$ cat config.mk
export PLATFORM = sky130hd
export DESIGN_NAME = spi_mem_channel
export DESIGN_NICKNAME = d
export VERILOG_FILES = /design/src/rtl/smc_pkg.sv /design/src/rtl/smc_spi_port.sv /design/src/rtl/smc_ctrl.sv /design/src/rtl/spi_mem_channel.sv
export SDC_FILE = /design/constraint.sdc
export NUM_CORES = 1
export LEC_CHECK = 0
export BUFFER_PORTS_ARGS = -buffer_cell sky130_fd_sc_hd__buf_2
export CAP_MARGIN = 25
export CORE_MARGIN = 2
export CORE_UTILIZATION = 54
export CTS_BUF_LIST = sky130_fd_sc_hd__clkbuf_8 sky130_fd_sc_hd__clkbuf_16
export DETAILED_ROUTE_END_ITERATION = 10
export GPL_TIMING_DRIVEN = 0
export HOLD_SLACK_MARGIN = 0.02
export PLACE_DENSITY = 0.76
export SKIP_LAST_GASP = 1
export SLEW_MARGIN = 20
export SYNTH_ARGS = -nofsm -noshare
export SYNTH_HDL_FRONTEND = slang
export SYNTH_SLANG_ARGS = --single-unit
$ cat constraint.sdc
create_clock -name clk -period 5.6 [get_ports clk]
set_input_delay 0.28 -clock clk [delete_from_list [all_inputs] [get_ports clk]]
set_output_delay 0.28 -clock clk [all_outputs]
set_load 0.005 [all_outputs]
$ cat src/rtl/smc_pkg.sv
package smc_pkg;

   typedef enum logic [2:0] {
      PH_CMD   = 3'd0,
      PH_ADDR  = 3'd1,
      PH_WRITE = 3'd2,
      PH_READ  = 3'd3,
      PH_SKIP  = 3'd4
   } smc_phase_e;

   localparam int WORD_W     = 16;
   localparam int WORD_BYTES = WORD_W / 8;

endpackage

$ cat src/rtl/smc_spi_port.sv
module smc_spi_port #(
   parameter int SYNC_STAGES = 2
) (
   input  logic       clk,
   input  logic       rst_n,
   input  logic       sclk,
   input  logic       cs_n,
   input  logic       mosi,
   output logic       miso,
   output logic       sel,
   output logic [7:0] rx_byte,
   output logic       rx_valid,
   output logic       tx_load,
   input  logic [7:0] tx_byte
);

   initial begin
      assert (SYNC_STAGES >= 0 && SYNC_STAGES <= 4)
         else $fatal(1, "SYNC_STAGES out of range");
   end

   logic [2:0] raw;
   logic [2:0] syn;
   assign raw = {sclk, cs_n, mosi};

   generate
      if (SYNC_STAGES == 0) begin : g_direct
         assign syn = raw;
      end else begin : g_sync
         logic [2:0] chain [SYNC_STAGES];
         always_ff @(posedge clk or negedge rst_n) begin
            if (!rst_n) begin
               for (int i = 0; i < SYNC_STAGES; i++) chain[i] <= 3'b010;
            end else begin
               chain[0] <= raw;
               for (int i = 1; i < SYNC_STAGES; i++) chain[i] <= chain[i-1];
            end
         end
         assign syn = chain[SYNC_STAGES-1];
      end
   endgenerate

   logic       sclk_q;
   logic       rise, fall;
   logic [2:0] bit_cnt;
   logic [6:0] rx_sh;
   logic [7:0] tx_sh;

   assign sel     = ~syn[1];
   assign rise    = sel & syn[2] & ~sclk_q;
   assign fall    = sel & ~syn[2] & sclk_q;
   assign tx_load = fall & (bit_cnt == 3'd0);
   assign miso    = tx_sh[7];

   always_ff @(posedge clk or negedge rst_n) begin
      if (!rst_n) begin
         sclk_q   <= 1'b0;
         bit_cnt  <= '0;
         rx_sh    <= '0;
         rx_byte  <= '0;
         rx_valid <= 1'b0;
         tx_sh    <= '0;
      end else begin
         sclk_q   <= syn[2];
         rx_valid <= 1'b0;
         if (!sel) begin
            bit_cnt <= '0;
            tx_sh   <= '0;
         end else begin
            if (rise) begin
               rx_sh   <= {rx_sh[5:0], syn[0]};
               bit_cnt <= bit_cnt + 3'd1;
               if (bit_cnt == 3'd7) begin
                  rx_byte  <= {rx_sh, syn[0]};
                  rx_valid <= 1'b1;
               end
            end
            if (fall) begin
               if (bit_cnt == 3'd0) tx_sh <= tx_byte;
               else                 tx_sh <= {tx_sh[6:0], 1'b0};
            end
         end
      end
   end

   // framing restarts whenever chip select is released
   assert_bitcnt_idle_R1: assert property (@(posedge clk) disable iff (!rst_n)
      !sel |=> (bit_cnt == 3'd0));

   // data-out never moves without a falling SCLK edge
   assert_miso_on_fall_R1: assert property (@(posedge clk) disable iff (!rst_n)
      (sel && $past(sel) && !fall) |=> $stable(miso));

endmodule

$ cat src/rtl/smc_ctrl.sv
module smc_ctrl
   import smc_pkg::*;
#(
   parameter int          ADDR_W   = 32,
   parameter logic [7:0]  CMD_SETA = 8'h01,
   parameter logic [7:0]  CMD_WR   = 8'h02,
   parameter logic [7:0]  CMD_RD   = 8'h03
) (
   input  logic              clk,
   input  logic              rst_n,
   input  logic              sel,
   input  logic [7:0]        rx_byte,
   input  logic              rx_valid,
   input  logic              tx_load,
   output logic [7:0]        tx_byte,
   output logic              mem_req,
   output logic              mem_we,
   output logic [ADDR_W-1:0] mem_addr,
   output logic [WORD_W-1:0] mem_wdata,
   input  logic [WORD_W-1:0] mem_rdata,
   input  logic              mem_ack
);

   localparam int ADDR_BYTES         = ADDR_W / 8;
   localparam int CNT_W              = $clog2(ADDR_BYTES + 1);
   localparam logic [ADDR_W-1:0] STEP = ADDR_W'(WORD_BYTES);

   initial begin
      assert (ADDR_W % 8 == 0 && ADDR_W >= 16 && ADDR_W <= 64)
         else $fatal(1, "ADDR_W must be a byte multiple between 16 and 64");
      assert (CMD_SETA != CMD_WR && CMD_SETA != CMD_RD && CMD_WR != CMD_RD)
         else $fatal(1, "command codes must differ");
   end

   smc_phase_e        phase;
   logic [CNT_W-1:0]  addr_cnt;
   logic [ADDR_W-1:0] addr_sh;
   logic [ADDR_W-1:0] ptr;
   logic [7:0]        wr_hi;
   logic              wr_half;
   logic [WORD_W-1:0] rd_word;
   logic              rd_valid;
   logic              rd_half;

   always_comb begin
      tx_byte = 8'h00;
      if (phase == PH_READ && rd_valid)
         tx_byte = rd_half ? rd_word[7:0] : rd_word[15:8];
   end

   always_ff @(posedge clk or negedge rst_n) begin
      if (!rst_n) begin
         phase     <= PH_CMD;
         addr_cnt  <= '0;
         addr_sh   <= '0;
         ptr       <= '0;
         wr_hi     <= '0;
         wr_half   <= 1'b0;
         rd_word   <= '0;
         rd_valid  <= 1'b0;
         rd_half   <= 1'b0;
         mem_req   <= 1'b0;
         mem_we    <= 1'b0;
         mem_addr  <= '0;
         mem_wdata <= '0;
      end else begin
         if (mem_req && mem_ack) begin
            mem_req <= 1'b0;
            if (mem_we) ptr <= ptr + STEP;
            else begin
               rd_word  <= mem_rdata;
               rd_valid <= 1'b1;
            end
         end
         if (!sel) begin
            phase    <= PH_CMD;
            addr_cnt <= '0;
            wr_half  <= 1'b0;
            rd_half  <= 1'b0;
         end else if (rx_valid) begin
            case (phase)
               PH_CMD: begin
                  if (rx_byte == CMD_SETA)      phase <= PH_ADDR;
                  else if (rx_byte == CMD_WR)   phase <= PH_WRITE;
                  else if (rx_byte == CMD_RD) begin
                     phase    <= PH_READ;
                     rd_valid <= 1'b0;
                     rd_half  <= 1'b0;
                     mem_req  <= 1'b1;
                     mem_we   <= 1'b0;
                     mem_addr <= ptr;
                  end else                      phase <= PH_SKIP;
               end
               PH_ADDR: begin
                  if (addr_cnt < CNT_W'(ADDR_BYTES)) begin
                     addr_sh  <= {addr_sh[ADDR_W-9:0], rx_byte};
                     addr_cnt <= addr_cnt + 1'b1;
                     if (addr_cnt == CNT_W'(ADDR_BYTES - 1))
                        ptr <= {addr_sh[ADDR_W-9:0], rx_byte};
                  end
               end
               PH_WRITE: begin
                  if (!wr_half) begin
                     wr_hi   <= rx_byte;
                     wr_half <= 1'b1;
                  end else begin
                     wr_half   <= 1'b0;
                     mem_req   <= 1'b1;
                     mem_we    <= 1'b1;
                     mem_addr  <= ptr;
                     mem_wdata <= {wr_hi, rx_byte};
                  end
               end
               default: ;
            endcase
         end else if (tx_load && phase == PH_READ) begin
            if (!rd_half) begin
               rd_half <= 1'b1;
            end else begin
               rd_half  <= 1'b0;
               rd_valid <= 1'b0;
               ptr      <= ptr + STEP;
               mem_req  <= 1'b1;
               mem_we   <= 1'b0;
               mem_addr <= ptr + STEP;
            end
         end
      end
   end

   assert_req_hold_R8: assert property (@(posedge clk) disable iff (!rst_n)
      (mem_req && !mem_ack) |=> mem_req);

   assert_req_stable_R8: assert property (@(posedge clk) disable iff (!rst_n)
      (mem_req && !mem_ack) |=> ($stable(mem_addr) && $stable(mem_we) && $stable(mem_wdata)));

   assert_wr_advance_R3: assert property (@(posedge clk) disable iff (!rst_n)
      (mem_req && mem_ack && mem_we) |=> (ptr == $past(ptr) + STEP));

   assert_skip_quiet_R7: assert property (@(posedge clk) disable iff (!rst_n)
      (phase == PH_SKIP && !(mem_req && mem_ack)) |=> ($stable(ptr) && !$rose(mem_req)));

endmodule

$ cat src/rtl/spi_mem_channel.sv
module spi_mem_channel #(
   parameter int         ADDR_W      = 32,
   parameter int         SYNC_STAGES = 2,
   parameter logic [7:0] CMD_SETA    = 8'h01,
   parameter logic [7:0] CMD_WR      = 8'h02,
   parameter logic [7:0] CMD_RD      = 8'h03
) (
   input  logic              clk,
   input  logic              rst_n,
   input  logic              spi_sclk,
   input  logic              spi_cs_n,
   input  logic              spi_mosi,
   output logic              spi_miso,
   output logic              mem_req,
   output logic              mem_we,
   output logic [ADDR_W-1:0] mem_addr,
   output logic [15:0]       mem_wdata,
   input  logic [15:0]       mem_rdata,
   input  logic              mem_ack
);

   logic       sel;
   logic [7:0] rx_byte;
   logic       rx_valid;
   logic       tx_load;
   logic [7:0] tx_byte;

   smc_spi_port #(
      .SYNC_STAGES(SYNC_STAGES)
   ) u_port (
      .clk      (clk),
      .rst_n    (rst_n),
      .sclk     (spi_sclk),
      .cs_n     (spi_cs_n),
      .mosi     (spi_mosi),
      .miso     (spi_miso),
      .sel      (sel),
      .rx_byte  (rx_byte),
      .rx_valid (rx_valid),
      .tx_load  (tx_load),
      .tx_byte  (tx_byte)
   );

   smc_ctrl #(
      .ADDR_W   (ADDR_W),
      .CMD_SETA (CMD_SETA),
      .CMD_WR   (CMD_WR),
      .CMD_RD   (CMD_RD)
   ) u_ctrl (
      .clk       (clk),
      .rst_n     (rst_n),
      .sel       (sel),
      .rx_byte   (rx_byte),
      .rx_valid  (rx_valid),
      .tx_load   (tx_load),
      .tx_byte   (tx_byte),
      .mem_req   (mem_req),
      .mem_we    (mem_we),
      .mem_addr  (mem_addr),
      .mem_wdata (mem_wdata),
      .mem_rdata (mem_rdata),
      .mem_ack   (mem_ack)
   );

   // nothing is requested straight out of reset
   assert_reset_idle_R9: assert property (@(posedge clk) disable iff (!rst_n)
      $rose(rst_n) |-> !mem_req);

endmodule

==> metrics.md, run 1 <==
| Metric | Value |
|---|---|
| Req. time, crit path | between 5 and 6 ns |
| DR vias/cell | slightly below 6 |
| First-pass GRT wire length | between 30 and 40 mm |
| Site row count | 46 |
| Clock root buffer | clkbuf_16 |
| Clock Pin Slew Worst Setup and Hold Paths | 0.06 ns |
| # diodes | 0 |
| P per Cell Area | 258 mW/mm^2 |
| Fin util | 62.8% |
| Synth Instances | 782 |
| Mux contribution to synthesized area | between 10% and 20% |
| Pre-antenna DRT Iters | 5 |
| Area grow syn2layout | 15.2% |
| Metal2 WL | between 9 and 10 mm |
| Antenna viol nets, final | 0 |
| Largest family of logic cells by synthesized area | simple AND/OR/NAND/NOR gates |
| Slew @ Worst Pin | 0.647 ns |
| Arrival @ worst endpoint | approximately 2.7 ns |
| Met3 wire len | around 1.3 mm |
| Unrepaired setup endpoints after global routing | false |
| Outcome | finished clean |
| Post-synthesis compound-gate area fraction | 11.1% |
| Slew margin rel. | 56.7% |
| Max clock buf depth | 2 |
| Post-DP HPWL | approximately 14 mm |
| IO Port Bufs | 72 |
| Top cells by area, synth | dfrtp_1 (50%), mux2_2 (11%), xnor2_1 (5.1%) |
| Worst Skew | 0.00570 ns |
| Drt drc | 0 |
| Cts repair resizes | 0 |
| Antenna violations before repair | 0 |
| Setup crit start kind | register |
| Total track usage | 25.4% |
| Avg WL per Cell | ~19 microns |
| Total number of vias | 6527 |
| Wl on met1 | slightly below 9 mm |
| Power, Total | 2540 uW |
| Worst Setup End Kind | register |
| Sequential cell area fraction in the yosys report | just over 50% |
| Period utilisation layout | 43.7% |
| Post-Syn Area | 0.00856 sq mm |
| Num CTS Buffers | 17 |
| Non-Filler Instances | 1108 |
| Simple-Gate Fraction of Synth Area | between 10% and 20% |
| Die ar. | 0.0169 sq mm |
| Post-synth EDFFs | 0 |
| CTS tree | built |
| Nets | 907 |
| VDD IR max | 0.229 mV |
| Gr ovfl total | 0 |
| Top-Level Pins | 73 |
| Highest routed layer | met4 |
| Crit path max fanout | 10 |
| Setup violations, final | 0 |
| 1st-iter DRT viols | 492 |
| Yosys cell types | 74 |
| Routability congestion estimate | 0.948 |
| H-tree levels | 4 |
| Die Width | 130 microns |
| Tmin final | 2.45 ns |
| FF+latch count, synth | 173 |
| HP Class | primary input to register |
| Vias in the first global route | about 6300 |
| Initial Util | 54.5% |
| Max Cap Violations | 0 |
| Synth cell count leaders | dfrtp_1 (171), mux2_2 (81), nor2_1 (75), xnor2_1 (50), a21oi_1 (48) |
| Cell accounting for the most synthesized area | dfrtp_1 |
| Adder-cell share of the synthesized area | 0.877% |
| Final Hold Viols | 0 |
| Syn_area_per_cell | around 11 sq um |
| Yosys warns | 0 |
| Clock Latency Late Sink | 0.44 ns |
| Post-synth ARST share | 100% |
| Placed cells | 1072 |
| Post-Synth XOR/XNOR Area | 5.93% |
| Pleak | 0.00453 uW |
| Largest net degree at the start of global routing | 70 |
| Crit Path Category | register to register |
| Fraction of layout cells with a size suffix above 1 | 28.6% |
| DRT Wirelength | 20.6 mm |
| Core ar. | ~0.016 sq mm |
| Post-synth top area share | 50.0% |
| Syn_nets | 810 |
| FMAX | just over 400 MHz |
| CTS sink count | 173 |
| Slew Limit Fails | 0 |
| Die H | 130 microns |
| Final TNS setup | 0 ns |
| Most common cell in the netlist | dfrtp_1 |
| Post-synth top flop | dfrtp_1 |
-- state kept, by name, indices dropped and copies added (netlist names), 7 cells and up --
register	flops
u_ctrl.mem_addr	32
u_port.rx_sh	7
u_ctrl.ptr	32
u_ctrl.wr_hi	8
u_port.rx_byte	8
u_ctrl.rd_word	16
u_ctrl.addr_sh	24
u_ctrl.mem_wdata	16
u_port.tx_sh	8
-- metrics by stage --
step / hold WS, ns / area (sq um) / worst slack (ns)
after floorplan: -0.0156 / 8560 / 3.71
after global placement: 0.333 / 9200 / 1.55
after detailed placement: 0.174 / 9260 / 3.18
after CTS: 0.0577 / 9870 / 3.17
after global routing: 0.0663 / 9870 / 3.00
final: 0.0693 / 9870 / 3.15
-- layout make-up --
type	instances	area, sq um
plain buffers	57	334
clock buffers	19	453
clock inverters	13	116
fillers	1300	5840
inverters	11	41.3
multi-input cells	541	3860
flip-flops and latches	173	4330
well taps	216	270
repair buffers	78	465
-- cell families after synthesis --
group	after synthesis
compound gates	143
mux	90
xor+xnor	58
simple gates	244
flops	173
buf+inv	68
fa+ha+maj	6
-- critical path: stages (launching register included) --
cell,delay [ns]
dfrtp_1,0.41
and3_1,0.19
clkbuf_1,0.28
a41oi_2,0.59
buf_2,0.40
nor2_1,0.11
xnor2_1,0.16
o221ai_1,0.14
-- cell usage in the layout, fill, tap and decap left out, drive strengths merged, types with 4 or more instances in the layout --
cell,instances
a21oi,49
a22oi,11
a31oi,6
and2,6
and3,9
and4,7
buf,109
clkbuf,41
clkinv,6
dfrtp,171
dlygate4sd3,4
ha,6
inv,15
mux2,81
mux2i,9
nand2,48
nand3,20
nand4,14
nor2,75
nor3,24
nor4,22
o211ai,7
o21ai,28
o221ai,7
o311ai,6
o31ai,5
or4,5
xnor2,50
xor2,8
-- report_power, final --
part	internal, uW	switching, uW
clock	637	506
sequential	1280	15.8
combinational	45.4	62.7
total	1960	585
-- routing by layer --
layer  track usage [%]  vias up
met1              33.3     3210
met5                 0        -
met4              11.7        0
met3              5.99       57
met2              40.3      253
li1                  -     3007
-- what timing repair did --
action | in CTS | in global routing
hold buffers | 4 | 0
endpoints found under the setup margin | 0 | 0
setup buffers | 0 | 0
hold endpoints to repair | 40 | 0
-- worst paths after layout --
| kind | start | endpoint | slack [ns] | depth (start not counted) |
|---|---|---|---|---|
| worst min-delay path | mem_rdata[13] | u_ctrl.rd_word[13] | 0.07 | 2 |
| worst max-delay path | u_ctrl.mem_we | u_ctrl.ptr[8] | 3.15 | 7 |
| max in group asynchronous | rst_n | u_port.syn[1] | 4.27 | 4 |
| min in group asynchronous | rst_n | u_ctrl.mem_addr[26] | 0.31 | 2 |
| worst min register to register | u_port.g_sync.chain[5] | u_port.syn[2] | 0.35 | 0 |
| worst max register to register | u_ctrl.mem_we | u_ctrl.ptr[8] | 3.15 | 7 |
Note: power is estimated with default switching activity, not from simulation.
==> inputs of run 2 (changes only) <==
--- a/config.mk
+++ b/config.mk
@@ -13,7 +13,7 @@
 export DETAILED_ROUTE_END_ITERATION = 10
 export GPL_TIMING_DRIVEN = 0
 export HOLD_SLACK_MARGIN = 0.02
-export PLACE_DENSITY = 0.76
+export PLACE_DENSITY = 0.79
 export SKIP_LAST_GASP = 1
 export SLEW_MARGIN = 20
 export SYNTH_ARGS = -nofsm -noshare
==> constraint.sdc (replaced) <==
create_clock -name clk -period 2.1 [get_ports clk]
set_input_delay 0.105 -clock clk [delete_from_list [all_inputs] [get_ports clk]]
set_output_delay 0.105 -clock clk [all_outputs]
set_load 0.005 [all_outputs]
==> metrics.md, run 2 (same netlist as run 1, synthesis figures left out) <==
| Metric | Value |
|---|---|
| Outcome | finished clean |
| Antenna viol nets, final | 0 |
| Initial Util | 54.5% |
| Most frequent cells in the layout | dfrtp_1 (169), buf_2 (88), mux2_2 (81) |
| H-tree levels | 4 |
| DR vias/cell | approximately 6.0 |
| First-pass GRT wire length | 34.5 mm |
| Core ar. | 0.0157 sq mm |
| Unrepaired setup endpoints after global routing | true |
| 1st-iter DRT viols | 570 |
| Die Width | 130 microns |
| Max Cap Violations | 0 |
| Tmin final | 2.09 ns |
| Clock Pin Slew Worst Setup and Hold Paths | 0.06 ns |
| Fraction of layout cells with a size suffix above 1 | 33.0% |
| DRT Wirelength | 21.8 mm |
| Vias in the first global route | 6615 |
| Largest net degree at the start of global routing | 97 |
| Top-Level Pins | 73 |
| Fin util | about two thirds |
| Setup crit end | u_ctrl.mem_addr[31] |
| Crit Path Category | register to register |
| Reg2Reg Depth | 7 |
| Power, Total | 6680 uW |
| Area grow syn2layout | 20.8% |
| Die ar. | approximately 0.017 sq mm |
| Die H | 130 microns |
| R2R setup slack | roughly 0.008 ns |
| Setup violations, final | 0 |
| IO Port Bufs | 72 |
| Pre-antenna DRT Iters | 7 |
| Site row count | 46 |
| Drt drc | 0 |
| R2r startpoint | u_ctrl.ptr[2] |
| Total track usage | 26.9% |
| FMAX | 478 MHz |
| Clock root buffer | clkbuf_16 |
| Slew @ Worst Pin | 0.692 ns |
| Clock Latency Late Sink | 0.44 ns |
| P per Cell Area | 646 mW/mm^2 |
| # diodes | 0 |
| Gr ovfl total | 0 |
| Layout fillers | about 1200 |
| Final Hold Viols | 0 |
| Most common cell after layout, fill and taps aside | dfrtp_1 |
| Worst Setup End Kind | register |
| Crit. Startpoint | u_ctrl.ptr[2] |
| Arrival @ worst endpoint | between 2 and 2.5 ns |
| Period utilisation layout | 99.6% |
| HP Class | primary input to asynchronous set/reset pin |
| Total number of vias | around 6800 |
| Num CTS Buffers | 17 |
| Max clock buf depth | 2 |
| Slew Limit Fails | 0 |
| Antenna violations before repair | 0 |
| Crit path max fanout | 10 |
| Post-DP HPWL | around 14 mm |
| CTS tree | built |
| Setup crit start kind | register |
| Slew margin rel. | 53.9% |
| Avg WL per Cell | 19.2 microns |
| Nets | 936 |
| Req. time, crit path | 2.47 ns |
| Worst Skew | between 0.01 and 0.015 ns |
| CTS sink count | 173 |
| RR Endpoint | u_ctrl.mem_addr[31] |
| Routability congestion estimate | 0.942 |
| Top flop regs | u_ctrl.mem_addr: 32 flops, u_ctrl.ptr: 32 flops, u_ctrl.addr_sh: 24 flops |
| Pleak | 0.00477 uW |
| VDD IR max | 0.531 mV |
[run 2: layout make-up]
| type | count | area [sq um] | share of cell area, % |
|---|---|---|---|
| Buffer | 56 | 377 | 3.64 |
| Clock buffer | 17 | 425 | 4.11 |
| Clock inverter | 15 | 114 | 1.10 |
| Inverter | 11 | 41.3 | 0.399 |
| Multi-Input combinational cell | 541 | 4060 | 39.2 |
| Sequential cell | 173 | 4330 | 41.9 |
| Tap cell | 216 | 270 | 2.61 |
| Timing Repair Buffer | 108 | 729 | 7.05 |
[run 2: worst min-delay path by stage]
stage	depth (start not counted)	from	slack, ns	end
final	2	rst_n	0.22	u_ctrl.mem_addr[24]
after global routing	2	rst_n	0.30	u_ctrl.mem_addr[25]
after CTS	2	rst_n	0.24	u_ctrl.mem_addr[24]
after detailed placement	1	rst_n	0.12	u_ctrl.mem_addr[24]
after global placement	1	spi_cs_n	0.21	u_port.g_sync.chain[4]
after floorplan	0	rst_n	-0.19	u_ctrl.addr_cnt[0]
[run 2: per-stage QoR]
stage	instances	setup TNS, ns	instance area [sq um]	hold slack [ns]	setup slack [ns]
after floorplan	782	0	8560	-0.191	0.208
after global placement	1070	-310.17	9200	0.211	-1.75
after detailed placement	1071	-14.89	9230	0.115	-0.315
after CTS	1133	-0.000715	10100	0.245	-0.000588
after global routing	1137	-0.153	10300	0.295	-0.0396
final	1137	0	10300	0.221	0.00814
[run 2: repair_timing]
action,CTS,global route
pin swaps,4,9
resized for setup,22,50
buffers inserted,10,4
cloned,0,0
hold buffers,21,0
endpoints found under the hold margin,97,0
setup endpoints to repair,101,102
[run 2: worst max-delay path: stages (launching register included)]
cell and delay, ns:
dfrtp_1 0.41, ha_2 0.23, and3_2 0.23, buf_6 0.16, nand4_1 0.10, or4_1 0.44
o31a_1 0.31, a21oi_2 0.13
[run 2: power by group]
part           leakage [uW]  switching [uW]  internal, uW
logic               0.00222             181           145
clock network      0.000270            1380          1530
registers           0.00228            47.5          3400
total               0.00477            1610          5080
[run 2: layer usage]
layer	GRT usage, %	routed length, microns
met5	0	0
met4	11.7	705
met3	5.66	1460
met2	42.9	10600
met1	35.9	9100
